[src/rtl/stx_pkg.sv]
package stx_pkg;

    localparam int SAMPLE_W = 32;

    typedef enum logic [1:0] {
        WL_16  = 2'd0,
        WL_24  = 2'd1,
        WL_32  = 2'd2,
        WL_32B = 2'd3
    } wlen_e;

    typedef struct packed {
        logic [SAMPLE_W-1:0] left;
        logic [SAMPLE_W-1:0] right;
    } pair_t;

    typedef struct packed {
        wlen_e wlen;
        logic  right_align;
        logic  bit_delay;
        logic  swap;
    } fmt_t;

    function automatic int unsigned word_bits(wlen_e w);
        case (w)
            WL_16:   return 16;
            WL_24:   return 24;
            default: return 32;
        endcase
    endfunction

    // ones over the bits that carry sample data
    function automatic logic [SAMPLE_W-1:0] keep_mask(wlen_e w);
        return ~({SAMPLE_W{1'b1}} >> word_bits(w));
    endfunction

endpackage

[src/rtl/stx_pair_fifo.sv]
module stx_pair_fifo
    import stx_pkg::*;
#(
    parameter int DEPTH = 4
) (
    input  logic  clk,
    input  logic  rst,
    input  logic  flush,
    input  logic  push,
    input  logic  pop,
    input  pair_t wr_data,
    output pair_t rd_data,
    output logic  full,
    output logic  empty
);

    localparam int AW = (DEPTH > 1) ? $clog2(DEPTH) : 1;
    localparam int CW = $clog2(DEPTH + 1);
    localparam logic [AW-1:0] LAST = AW'(DEPTH - 1);
    localparam logic [CW-1:0] FULL_CNT = CW'(DEPTH);

    pair_t          store [DEPTH];
    logic [AW-1:0]  wptr, rptr;
    logic [CW-1:0]  cnt;
    logic           do_push, do_pop;

    assign full    = (cnt == FULL_CNT);
    assign empty   = (cnt == '0);
    assign do_push = push && !full && !flush;
    assign do_pop  = pop && !empty;
    assign rd_data = store[rptr];

    always_ff @(posedge clk) begin
        if (do_push) store[wptr] <= wr_data;
    end

    always_ff @(posedge clk) begin
        if (rst || flush) begin
            wptr <= '0;
            rptr <= '0;
            cnt  <= '0;
        end else begin
            if (do_push) wptr <= (wptr == LAST) ? '0 : wptr + 1'b1;
            if (do_pop)  rptr <= (rptr == LAST) ? '0 : rptr + 1'b1;
            if (do_push && !do_pop)      cnt <= cnt + 1'b1;
            else if (do_pop && !do_push) cnt <= cnt - 1'b1;
        end
    end


    cnt_bound_chk: assert property (@(posedge clk) disable iff (rst)
        cnt <= FULL_CNT);


    flush_empty_chk: assert property (@(posedge clk) disable iff (rst)
        flush |=> empty);


    pop_only_stored_chk: assert property (@(posedge clk) disable iff (rst)
        (empty && !push) |=> empty);

endmodule

[src/rtl/stx_slot_formatter.sv]
module stx_slot_formatter
    import stx_pkg::*;
#(
    parameter int SLOT_W = 32
) (
    input  pair_t                  pair,
    input  fmt_t                   fmt,
    output logic [2*SLOT_W-1:0]    frame_vec
);

    pair_t               ordered;
    logic [SLOT_W-1:0]   slots [2];

    function automatic logic [SLOT_W-1:0] build(logic [SAMPLE_W-1:0] s,
                                                 wlen_e w, logic ra);
        logic [SAMPLE_W-1:0]        m;
        logic [SLOT_W+SAMPLE_W-1:0] wide;
        logic [SLOT_W-1:0]          r;
        m    = s & keep_mask(w);
        r    = '0;
        wide = {m, {SLOT_W{1'b0}}};
        if (ra) r[SAMPLE_W-1:0] = m >> (SAMPLE_W - word_bits(w));
        else    r = wide[SLOT_W+SAMPLE_W-1 -: SLOT_W];
        return r;
    endfunction

    always_comb begin
        if (fmt.swap) begin
            ordered.left  = pair.right;
            ordered.right = pair.left;
        end else begin
            ordered = pair;
        end
    end

    for (genvar ch = 0; ch < 2; ch++) begin : g_slot
        always_comb begin
            slots[ch] = build((ch == 0) ? ordered.left : ordered.right,
                              fmt.wlen, fmt.right_align);
        end
    end

    assign frame_vec = {slots[0], slots[1]};

endmodule

[src/rtl/stx_bit_shifter.sv]
module stx_bit_shifter #(
    parameter int FRAME_W = 64
) (
    input  logic               clk,
    input  logic               rst,
    input  logic               en,
    input  logic               tick,
    input  logic               fstart,
    input  logic               delay,
    input  logic [FRAME_W-1:0] load_vec,
    output logic               sd
);

    logic [FRAME_W-1:0] sh;

    always_ff @(posedge clk) begin
        if (rst || !en) begin
            sh <= '0;
            sd <= 1'b0;
        end else if (tick) begin
            if (fstart && delay) begin
                sd <= sh[FRAME_W-1];
                sh <= load_vec;
            end else if (fstart) begin
                sd <= load_vec[FRAME_W-1];
                sh <= load_vec << 1;
            end else begin
                sd <= sh[FRAME_W-1];
                sh <= sh << 1;
            end
        end
    end


    quiet_off_chk: assert property (@(posedge clk) disable iff (rst)
        !en |=> !sd);


    hold_between_ticks_chk: assert property (@(posedge clk) disable iff (rst)
        (en && $past(en) && !tick) |=> $stable(sd));

endmodule

[src/rtl/stereo_serial_tx.sv]
module stereo_serial_tx
    import stx_pkg::*;
#(
    parameter int SLOT_W     = 32,
    parameter int FIFO_DEPTH = 4
) (
    input  logic        clk,
    input  logic        rst,
    input  logic        tx_en,
    input  logic        bit_tick,
    input  logic        frame_start,
    input  logic [1:0]  word_len,
    input  logic        right_align,
    input  logic        first_bit_delay,
    input  logic        swap_order,
    input  logic        smp_valid,
    output logic        smp_ready,
    input  logic [31:0] smp_left,
    input  logic [31:0] smp_right,
    output logic        underrun,
    input  logic        underrun_clr,
    output logic        sd_out
);

    localparam int FRAME_W = 2 * SLOT_W;

    fmt_t               fmt;
    pair_t              in_pair, head, chosen;
    logic               full, empty, frame_go, starve;
    logic [FRAME_W-1:0] frame_vec;

    assign fmt.wlen        = wlen_e'(word_len);
    assign fmt.right_align = right_align;
    assign fmt.bit_delay   = first_bit_delay;
    assign fmt.swap        = swap_order;

    assign in_pair.left  = smp_left;
    assign in_pair.right = smp_right;

    assign smp_ready = tx_en && !full;
    assign frame_go  = tx_en && bit_tick && frame_start;
    assign starve    = frame_go && empty;
    assign chosen    = empty ? '0 : head;

    stx_pair_fifo #(.DEPTH(FIFO_DEPTH)) u_fifo (
        .clk     (clk),
        .rst     (rst),
        .flush   (!tx_en),
        .push    (smp_valid && smp_ready),
        .pop     (frame_go),
        .wr_data (in_pair),
        .rd_data (head),
        .full    (full),
        .empty   (empty)
    );

    stx_slot_formatter #(.SLOT_W(SLOT_W)) u_fmt (
        .pair      (chosen),
        .fmt       (fmt),
        .frame_vec (frame_vec)
    );

    stx_bit_shifter #(.FRAME_W(FRAME_W)) u_shift (
        .clk      (clk),
        .rst      (rst),
        .en       (tx_en),
        .tick     (bit_tick),
        .fstart   (frame_start),
        .delay    (first_bit_delay),
        .load_vec (frame_vec),
        .sd       (sd_out)
    );

    always_ff @(posedge clk) begin
        if (rst)               underrun <= 1'b0;
        else if (starve)       underrun <= 1'b1;
        else if (underrun_clr) underrun <= 1'b0;
    end


    underrun_sticky_chk: assert property (@(posedge clk) disable iff (rst)
        (underrun && !underrun_clr) |=> underrun);


    underrun_cause_chk: assert property (@(posedge clk) disable iff (rst)
        $rose(underrun) |-> $past(tx_en && bit_tick && frame_start));

endmodule

[config.mk]
export PLATFORM = sky130hd
export DESIGN_NAME = stereo_serial_tx
export DESIGN_NICKNAME = d
export VERILOG_FILES = /design/src/rtl/stx_pkg.sv /design/src/rtl/stx_pair_fifo.sv /design/src/rtl/stx_slot_formatter.sv /design/src/rtl/stx_bit_shifter.sv /design/src/rtl/stereo_serial_tx.sv
export SDC_FILE = /design/constraint.sdc
export NUM_CORES = 1
export LEC_CHECK = 0
export BUFFER_PORTS_ARGS = -buffer_cell sky130_fd_sc_hd__buf_2
export CORE_ASPECT_RATIO = 1.75
export CORE_MARGIN = 5
export CORE_UTILIZATION = 65
export DETAILED_ROUTE_END_ITERATION = 7
export PLACE_DENSITY = 0.84
export SLEW_MARGIN = 20
export SYNTH_ARGS = -nofsm -noshare
export SYNTH_HDL_FRONTEND = slang
export SYNTH_SLANG_ARGS = --single-unit
[constraint.sdc]
create_clock -name clk -period 6.7 [get_ports clk]
set_input_delay 0.335 -clock clk [delete_from_list [all_inputs] [get_ports clk]]
set_output_delay 0.335 -clock clk [all_outputs]
set_load 0.05 [all_outputs]
==> results of run 1 <==
## sequential cells by signal (all words and copies together), names as in the netlist, named ones only
register and flops:
u_fifo.store 256, u_shift.sh 64, u_fifo.cnt 3, u_fifo.rptr 2
u_fifo.wptr 2, u_shift.sd 1, underrun 1
## through the flow
stage               instances  power, uW  hold WS (ps)  util [%]  setup slack [ps]
detailed placement       1424       2650           445      68.1              3420
finish                   1519       4350        -0.305      73.9              3310
CTS                      1519       4330         0.281      73.9              3410
global route             1519       4470         0.136      73.9              3150
global placement         1424       2640           437      68.1              3460
floorplan                1110       2520           404         -              2730
## worst max path at each step
stage | to | depth (start not counted) | slack, ps
after global placement | u_shift.sh[43]$_SDFFE_PP0P_ | 6 | 3460
after global routing | u_shift.sh[43]$_SDFFE_PP0P_ | 6 | 3150
after CTS | u_shift.sh[43]$_SDFFE_PP0P_ | 6 | 3410
after floorplan | u_fifo.store[0][0]$_DFFE_PP_ | 3 | 2730
after detailed placement | u_shift.sh[43]$_SDFFE_PP0P_ | 6 | 3420
final | u_shift.sh[43]$_SDFFE_PP0P_ | 6 | 3310
## worst max-delay path, cell delays in order (launching register included)
cell and delay (ps):
dfxtp_4 680, buf_12 530, mux4_2 580, mux2i_1 680, o22ai_1 210, o311ai_0 350, o21ai_0 120
## area by class of cell
type / count / share of cell area (%)
Clock buffer: 32 / 4.15
Clock inverter: 20 / 1.21
Inverter: 20 / 0.423
Multi-Input combinational cell: 671 / 34.8
Sequential cell: 331 / 51.8
Tap cell: 308 / 2.17
Timing Repair Buffer: 137 / 5.39
## synthesized netlist by cell type, types with 7 or more instances
library cell	n
a211oi_1	16
o211ai_1	9
clkbuf_1	51
nand2b_1	14
a31oi_1	13
a221oi_1	28
nor2_1	73
buf_2	18
buf_1	7
o22ai_1	27
nand2_1	41
or3_1	11
a21oi_1	37
dfxtp_1	75
o31ai_1	10
mux2i_1	68
a22o_1	9
o2bb2ai_1	9
mux4_2	97
mux4_1	8
o21ai_0	61
inv_1	20
mux2_2	14
and3_1	9
edfxtp_1	256
nor3_1	23
## layer usage
metal | part of all wire, % | wire, um | GRT usage, % | up-vias
met1 | 33 | 14200 | 38.7 | 5583
met2 | 51 | 22300 | 53.4 | 813
li1 | - | - | - | 4659
met4 | 6.4 | 2790 | 16.9 | 0
met5 | 0 | 0 | 0 | -
met3 | 9.5 | 4110 | 5.30 | 194
## cell usage in the layout, fill, tap and decap left out, types with 9 or more instances in the layout
master / n
o31ai_1: 10
mux2_2: 14
buf_2: 77
buf_4: 16
o2bb2ai_1: 9
a221oi_1: 28
a21oi_1: 37
mux4_2: 97
a31oi_1: 13
dfxtp_1: 73
or3_1: 11
o21ai_0: 61
dlygate4sd3_1: 43
o211ai_1: 9
nor3_1: 21
clkbuf_16: 29
nand2_1: 41
nand2b_1: 14
nor2_1: 72
mux2i_1: 68
a22o_1: 9
a211oi_1: 16
edfxtp_1: 256
inv_1: 20
o22ai_1: 27
## cells by family after synthesis
kind of cell | Yosys count | share of synthesized area, %
muxes | 187 | 20.4
adders and majority gates | 7 | 0.599
AOI/OAI and AO/OA | 265 | 11.4
DFF | 331 | 57.9
buffers and inverters | 108 | 3.32
and+or+nand+nor | 210 | 6.38
xor gates and xnor gates | 2 | 0.110
## what timing repair did
action | in CTS | in global routing
hold endpoints to repair | 167 | 0
buffers inserted | 0 | 0
hold buffers | 43 | 0
## report_power, final
group	total [uW]	internal, uW	switching, uW
combinational	381	143	238
sequential	2270	2250	21.0
clock	1700	949	755
==> summary.md, run 1 <==
| Metric | Value |
|---|---|
| Setup Viol. Count Final | 0 |
| WS Path Type | flop to flop |
| Post-synthesis register bit count | 331 |
| Share of cells above drive strength 1 | 22.0% |
| Routed WL | 43.3 mm |
| Status | complete, but fails checks |
| Via-to-Cell Ratio | 7.41 |
| Cts repair resizes | 0 |
| Hold path endpoint | u_fifo.store[2][39]$_DFFE_PP_ |
| Seq/Total Area, Yosys | 57.9% |
| Initial Util | 66.1% |
| DP Area | 0.0164 mm2 |
| Layout filler cell count | 1520 |
| Die Ht | 217 um |
| Ant diodes | 0 |
| Clk_lat worst skew | 560 ps |
| Slew @ Worst Pin | 1140 ps |
| Maximum clock path buffer count | 3 |
| Hold depth | 1 |
| Max Clock Freq | 0.295 GHz |
| Leading area contributor after synthesis | edfxtp_1 |
| First-pass GRT wire length | 66.9 mm |
| Clock sink total | 331 |
| Max transition margin | 23.6% |
| Cell Area, Synth | 0.0159 mm2 |
| Failing checks | hold timing |
| Main flop type after synthesis | edfxtp_1 |
| Layout net count | 1272 |
| Register-to-Register Path Depth | 6 |
| Synth top area cells | edfxtp_1 (48%), mux4_2 (14%), dfxtp_1 (9.5%) |
| RSZ-0062 raised after global routing | false |
| Clock Skew | 8.61 ps |
| DRC violations left | 0 |
| Crit start category | flop |
| Worst min path class | input port to flop |
| Max_cap viols | 0 |
| Clock H-tree levels | 1 |
| Register area | 0.00920 mm2 |
| Vias | 11249 |
| Hold wc startpoint | smp_left[7] |
| Post-DP HPWL | 26.2 mm |
| Leak | 0.00568 uW |
| Synth Instances | 1110 |
| # rows | 75 |
| # port buffers | 78 |
| Drt pass-1 iters | 6 |
| Layout Cell Area excl Fill | 0.0177 mm2 |
| Drt initial violations | 1470 |
| Pin count of the biggest net entering global routing | 85 |
| Crit-path max FO | 84 |
| Slew Viols, Final | 0 |
| Clock slew at reported path FFs | 70 ps |
| Syn nets | 1193 |
| Distinct cells, synth | 61 |
| Fraction of registers with async set/reset | 0% |
| Final worst-path cycle share | 50.6% |
| Num CTS Buffers | 28 |
| PwrDens | 245 mW/mm2 |
| CP Capture Type | flop |
| Routability Congestion | 1.00 |
| Root Buffer | clkbuf_16 |
| Number of synthesized flops with an enable pin | 256 |
| Setup TNS | 0 ps |
| Die ar. | 0.0278 mm2 |
| Overall die width | 128 um |
| Core area | 0.0240 mm2 |
| Worst r2r dst | u_shift.sh[43]$_SDFFE_PP0P_ |
| Area of the multi-input gates | 0.00618 mm2 |
| Worst vdd ir | 0.314 mV |
| Worst hold slack | -0.305 ps |
| Mapped Avg Cell Area | 14.3 um2 |
| Antenna Nets Post-Route | 0 |
| Crit path time final | 3390 ps |
| Worst EP required | 7140 ps |
| Area Growth Syn to Fin | 11.8% |
| Vias in the first global route | 11275 |
| CTS tree | done |
| CP Data Arrival Time | 3830 ps |
| Initial antenna violation count | 0 |
| Synth warn | 0 |
| Ports | 79 |
| Top cell type's share of synthesized area | 48.4% |
| Tot GR Track Use | 31.6% |
| Final Hold Fails | 2 |
| Wire per inst | 28.5 um |
| Gr ovfl total | 0 |
| Reg2reg setup slack | 3310 ps |
(Power assumes the default switching activity.)
==> inputs of run 2 (changes only) <==
--- a/config.mk
+++ b/config.mk
@@ -8,9 +8,9 @@
 export BUFFER_PORTS_ARGS = -buffer_cell sky130_fd_sc_hd__buf_2
 export CORE_ASPECT_RATIO = 1.75
 export CORE_MARGIN = 5
-export CORE_UTILIZATION = 65
+export CORE_UTILIZATION = 62
 export DETAILED_ROUTE_END_ITERATION = 7
-export PLACE_DENSITY = 0.84
+export PLACE_DENSITY = 0.8
 export SLEW_MARGIN = 20
 export SYNTH_ARGS = -nofsm -noshare
 export SYNTH_HDL_FRONTEND = slang
==> constraint.sdc (replaced) <==
create_clock -name clk -period 3.3 [get_ports clk]
set_input_delay 0.165 -clock clk [delete_from_list [all_inputs] [get_ports clk]]
set_output_delay 0.165 -clock clk [all_outputs]
set_load 0.05 [all_outputs]
==> run 2 against run 1 <==
Highest routed layer unchanged. Largest power group unchanged. Fmax increased by 22%. Critical path type unchanged. Wire length increased by 0.51%. The run now ends clean. Sequential cell count unchanged. Global-route usage decreased by 1.2 points. Cell area increased by 2.6%. Non-clock buffer count increased by 52. Die area increased by 4.5%. Clock power increased by 89%.
==> summary.md, run 2 (same netlist as run 1, synthesis figures left out) <==
| Metric | Value |
|---|---|
| PwrDens | 475 mW/mm2 (+94%) |
| Reg2reg setup slack | 520 ps (-2800 ps) |
| Clock sink total | 331 (unchanged) |
| Vias in the first global route | 11135 (-1.2%) |
| Ant diodes | 0 (unchanged) |
| Switching Share | 23.8% (+0.49 points) |
| # port buffers | 78 (unchanged) |
| Via-to-Cell Ratio | 7.10 (-4.1%) |
| Die ar. | 0.0290 mm2 (+4.5%) |
| CP Capture Type | flop |
| CP Data Arrival Time | 3180 ps (-650 ps) |
| Int Power | 6590 uW (+97%) |
| Layout net count | 1325 (+4.2%) |
| Worst hold slack | 29.1 ps (+29.4 ps) |
| Share of cells above drive strength 1 | 23.1% (+1.0 points) |
| Worst EP required | 3700 ps (-3440 ps) |
| Initial Util | 62.9% (-3.2 points) |
| Final Hold Fails | 0 (-2) |
| Gr ovfl total | 0 (unchanged) |
| Clk_lat worst skew | 560 ps (about the same) |
| Maximum clock path buffer count | 3 (unchanged) |
| Worst vdd ir | 0.783 mV (+150%) |
| DRC violations left | 0 (unchanged) |
| Slew @ Worst Pin | 906 ps (-235 ps) |
| Clock slew at reported path FFs | 70 ps (about the same) |
| RSZ-0062 raised after global routing | false |
| Clk network pwr share | 37.3% (-1.9 points) |
| Crit path time final | 2780 ps (-605 ps) |
| Pin count of the biggest net entering global routing | 65 (-24%) |
| Logic pwr share | 9.5% (+0.8 points) |
| Max transition margin | 39.3% (+16 points) |
| WS Path Type | flop to flop |
| Leak | 0.00590 uW (+3.8%) |
| Worst min path class | input port to flop |
| Tot GR Track Use | 30.3% (-1.2 points) |
| Initial antenna violation count | 0 (unchanged) |
| Clock H-tree levels | 1 (unchanged) |
| Setup Viol. Count Final | 0 (unchanged) |
| Top Registers | u_fifo.store (256), u_shift.sh (64), u_fifo.cnt (3) |
| Status | completed |
| Antenna Nets Post-Route | 0 (unchanged) |
| Cts hold-fix bufs | 67 (+56%) |
| Crit-path max FO | 23 (-73%) |
| Ports | 79 (unchanged) |
| Max reg flops | 256 (unchanged) |
| Routed WL | 43.6 mm (+0.51%) |
| Filler-free cell count of the finished design | 1578 (+3.9%) |
| Max_cap viols | 0 (unchanged) |
| Drt initial violations | 1397 (-5.0%) |
| Cts repair resizes | 0 (unchanged) |
| Final worst-path cycle share | 84.3% (+34 points) |
| Drt pass-1 iters | 6 (unchanged) |
| Die Ht | 222 um (+2.3%) |
| Postcts setup bufs | 0 (unchanged) |
| Wire per inst | 27.6 um (-3.2%) |
| # rows | 77 (+2.7%) |
| Psw | 2060 uW (+100%) |
| Most common library cell in the layout ignoring fill and taps | edfxtp_1 |
| Hold depth | 3 (+2) |
| Most flop-heavy register | u_fifo.store |
| Vias | 11205 (-0.39%) |
| Placed cells | 1460 (+2.5%) |
| Slew Viols, Final | 0 (unchanged) |
| Max Clock Freq | 0.359 GHz (+22%) |
| CTS tree | done |
| First-pass GRT wire length | 66.8 mm (-0.14%) |
| Routability Congestion | 1.00 (+0.12%) |
| Crit start category | flop |
| Area Growth Syn to Fin | 14.6% |
| Num CTS Buffers | 29 (+3.6%) |
| Setup TNS | 0 ps (unchanged) |
| Tot Pwr | 8650 uW (+99%) |
| Clock Skew | 11.7 ps (+3.05 ps) |
| Sequential share of power | 53.2% (+1.1 points) |
| Post-DP HPWL | 28.0 mm (+6.6%) |
| Overall die width | 131 um (+2.2%) |
| Most frequent cells in the layout | edfxtp_1 (256), mux4_2 (97), buf_2 (77) |
| Register-to-Register Path Depth | 6 (unchanged) |
| Root Buffer | clkbuf_16 |
| Core area | 0.0252 mm2 (+5.1%) |
## run 2: cell count changes in the layout (fill, tap and decap cells not counted), moves of 2 or more
cell,previous run,this run
dlygate4sd3_1,43,67
clkbuf_1,3,6
inv_6,2,0
clkinv_4,2,4
buf_4,16,37
nor3_1,21,23
bufinv_16,4,1
clkinv_1,6,3
buf_12,1,8
nor3_2,2,0
clkinvlp_2,0,2
## run 2: worst paths after layout
check,end,startpoint
hold reg to reg,u_shift.sh[57]$_SDFFE_PP0P_,u_shift.sh[57]$_SDFFE_PP0P_
setup reg to reg,u_shift.sh[35]$_SDFFE_PP0P_,flop
hold / removal,u_shift.sh[33]$_SDFFE_PP0P_,first_bit_delay
setup / recovery,u_shift.sh[35]$_SDFFE_PP0P_,flop
## run 2: per-layer routing
layer / global-route usage (%) / up-vias / share of wire [%] / routed length [um]
met5: 0 / - / 0 / 0
met4: 14.4 / 0 / 5.9 / 2570
li1: - / 4753 / - / -
met3: 4.00 / 161 / 7.7 / 3360
met2: 50.5 / 675 / 51 / 22300
met1: 39.0 / 5616 / 35 / 15300
## run 2: worst max-delay path, cell delays in order (launching register included)
cell,delay [ps]
dfxtp_4,540
buf_12,260
mux4_2,510
mux2i_1,620
nor2_1,80
a211oi_1,450
a221oi_1,150
## run 2: area by class of cell
cell class / instances / area, um2
flip-flops and latches: 331 / 9200
repair buffers: 189 / 1490
clock buffers: 35 / 748
inverters: 20 / 75.1
clock inverters: 16 / 126
fillers: 1633 / 7030
well taps: 316 / 395
multi-input cells: 671 / 6170
## run 2: per-stage QoR
stage | setup slack, ps | cell area, um2 | utilization [%]
after detailed placement | 618 | 16700 | 66.0
after global routing | 427 | 18200 | 72.1
after floorplan | 258 | 15900 | -
after CTS | 646 | 18200 | 72.1
after global placement | 693 | 16700 | 66.0
final | 517 | 18200 | 72.1
## run 2: power by group through the flow
stage,Sequential [uW],Combinational [uW],Clock (uW)
floorplan,4680,442,0
global placement,4680,710,0
detailed placement,4690,727,0
CTS,4600,793,3220
global route,4610,863,3410
finish,4600,820,3220
==> inputs of run 3 (changes only) <==
==> constraint.sdc (replaced) <==
create_clock -name clk -period 2.8 [get_ports clk]
set_input_delay 0.14 -clock clk [delete_from_list [all_inputs] [get_ports clk]]
set_output_delay 0.14 -clock clk [all_outputs]
set_load 0.05 [all_outputs]
==> run 3 against run 2 <==
Worst setup slack got worse by 370 ps. Utilization is 1.5 points higher. Clock-buffer cell count shrank 5. Power rose by 21%. Highest routed layer unchanged.
==> summary.md, run 3 (same netlist as run 1, synthesis figures left out) <==
| Metric | Value |
|---|---|
| Max transition margin | 44.8% (+5.4 points) |
| CP Capture Type | flop |
| Worst r2r dst | u_shift.sh[16]$_SDFFE_PP0P_ |
| Final Hold Fails | 0 (unchanged) |
| Max Clock Freq | 0.377 GHz (+4.8%) |
| Clk network pwr share | 38.8% (+1.5 points) |
| Layout net count | 1357 (+2.4%) |
| Worst EP required | 3240 ps (-460 ps) |
| DP Area | 0.0170 mm2 (+1.8%) |
| CP Data Arrival Time | 3090 ps (-90 ps) |
| Most common library cell in the layout ignoring fill and taps | edfxtp_1 |
| Layout filler cell count | 1554 (-4.8%) |
| First-pass GRT wire length | 67.9 mm (+1.7%) |
| Via-to-Cell Ratio | 7.12 (+0.23%) |
| Gr ovfl total | 0 (unchanged) |
| Clock H-tree levels | 1 (unchanged) |
| Final worst-path cycle share | 94.8% (+11 points) |
| # rows | 77 (unchanged) |
| Routability Congestion | 1.02 (+1.8%) |
| Register-to-Register Path Depth | 6 (unchanged) |
| Core area | 0.0252 mm2 (unchanged) |
| Filler-free cell count of the finished design | 1612 (+2.2%) |
| Num CTS Buffers | 29 (unchanged) |
| Setup Viol. Count Final | 0 (unchanged) |
| Clk_lat worst skew | 570 ps (about the same) |
| PwrDens | 564 mW/mm2 (+19%) |
| CP Cell Sequence | buf_12, mux4_2, mux2i_1, o22ai_1, or3b_2, o311ai_0 |
| CP max stage cell | mux2i_1 |
| Status | completed |
| Psw | 2500 uW (+22%) |
| Leak | 0.00612 uW (+3.8%) |
| Worst vdd ir | 0.678 mV (-13%) |
| RSZ-0062 raised after global routing | false |
| Hold path endpoint | u_fifo.wptr[1]$_SDFFE_PP0P_ |
| Root Buffer | clkbuf_16 |
| Clock Skew | 17.8 ps (+6.12 ps) |
| Slew Viols, Final | 0 (unchanged) |
| Overall die width | 131 um (unchanged) |
| Hold wc startpoint | smp_valid |
| Routed WL | 44.3 mm (+1.7%) |
| Buf/Inv on CP | 1 (unchanged) |
| Setup TNS | 0 ps (unchanged) |
| Hold depth | 4 (+1) |
| DRC violations left | 0 (unchanged) |
| Die ar. | 0.0290 mm2 (unchanged) |
| Wire per inst | 27.5 um (-0.43%) |
| # port buffers | 78 (unchanged) |
| WS Path Type | flop to flop |
| Crit start category | flop |
| Drt initial violations | 1309 (-6.3%) |
| Share of cells above drive strength 1 | 25.3% (+2.3 points) |
| Vias | 11473 (+2.4%) |
| CTS tree | done |
| Tot Pwr | 10500 uW (+21%) |
| Logic pwr share | 9.4% (about the same) |
| Area Growth Syn to Fin | 17.1% |
| Post-DP HPWL | 28.0 mm (+0.21%) |
| Top Registers | u_fifo.store (256), u_shift.sh (64), u_fifo.cnt (3) |
| Clock slew at reported path FFs | 70 ps (about the same) |
| CP max stage delay | 660 ps (+40 ps) |
| Slew @ Worst Pin | 806 ps (-101 ps) |
| Crit path time final | 2660 ps (-127 ps) |
| Die Ht | 222 um (unchanged) |
| Most flop-heavy register | u_fifo.store |
| Placed cells | 1491 (+2.1%) |
| Final core utilization | 73.7% (+1.5 points) |
| Maximum clock path buffer count | 3 (unchanged) |
| Max reg flops | 256 (unchanged) |
| Sequential share of power | 51.8% (-1.4 points) |
| Ports | 79 (unchanged) |
| Initial Util | 62.9% (unchanged) |
| Most frequent cells in the layout | edfxtp_1 (256), mux4_2 (97), buf_2 (77) |
| Drt pass-1 iters | 6 (unchanged) |
| Antenna Nets Post-Route | 0 (unchanged) |
| Crit-path leading delay family | multiplexers |
| Crit-path max FO | 21 (-8.7%) |
| Pin count of the biggest net entering global routing | 59 (-9.2%) |
| Worst min path class | input port to flop |
| Reg2reg setup slack | 140 ps (-370 ps) |
| Int Power | 7980 uW (+21%) |
| Clock sink total | 331 (unchanged) |
| Tot GR Track Use | 30.8% (+0.45 points) |
| Max_cap viols | 0 (unchanged) |
| Initial antenna violation count | 1 (+1) |
| Layout Cell Area excl Fill | 0.0186 mm2 (+2.1%) |
| Switching Share | 23.9% (+0.090 points) |
| Vias in the first global route | 11694 (+5.0%) |
[run 3: cell count changes in the layout (fill, tap and decap cells not counted), moves of 2 or more]
cell / before / now
clkinvlp_2: 2 / 0
buf_12: 8 / 13
clkbuf_1: 6 / 1
bufinv_16: 1 / 3
inv_6: 0 / 3
clkinv_1: 3 / 5
buf_4: 37 / 63
clkinv_2: 2 / 4
clkinv_4: 4 / 2
[run 3: final cells by class]
type                    count  area [um2]  area share, %
well taps                 316         395           2.13
diodes                      1        2.50         0.0135
repair buffers            221        1800           9.68
inverters                  20        75.1          0.404
clock inverters            22         214           1.15
clock buffers              30         729           3.92
multi-input cells         671        6180           33.2
flip-flops and latches    331        9200           49.5
[run 3: stage by stage]
stage / setup slack (ps) / hold slack [ps]
floorplan: 107 / 209
global placement: 157 / 348
detailed placement: 168 / 357
CTS: 171 / 63.8
global route: 79.0 / 114
finish: 144 / 89.1
[run 3: power groups by stage]
stage	combinational, uW	clock [uW]	sequential [uW]
global placement	857	0	5520
floorplan	521	0	5520
CTS	955	4040	5420
detailed placement	876	0	5520
global route	1040	4290	5430
finish	990	4070	5420
[run 3: how the worst max path moves through the flow]
stage	endpoint	slack [ps]	depth (start not counted)
after global placement	u_shift.sh[42]$_SDFFE_PP0P_	160	6
after floorplan	u_fifo.cnt[2]$_SDFFE_PP0P_	110	10
after CTS	u_shift.sh[42]$_SDFFE_PP0P_	170	6
after detailed placement	u_shift.sh[42]$_SDFFE_PP0P_	170	6
after global routing	u_shift.sh[16]$_SDFFE_PP0P_	80	6
final	u_shift.sh[16]$_SDFFE_PP0P_	140	6
[run 3: timing repair]
action	CTS	global route
setup endpoints to repair	0	1
gates resized for setup	0	1
endpoints found under the hold margin	260	0
hold buffers	68	0
setup buffers	0	0
[run 3: tightest hold or removal path, stage by stage]
cell and delay (ps):
buf_2 110, and2_1 210, mux2i_1 90, nor2_1 70
[run 3: layer usage]
layer	up-vias	track usage (%)	wire length, um
met5	-	0	0
met4	0	18.3	3200
met3	202	5.21	3730
met2	767	50.6	22500
met1	5675	37.6	14800
li1	4829	-	-
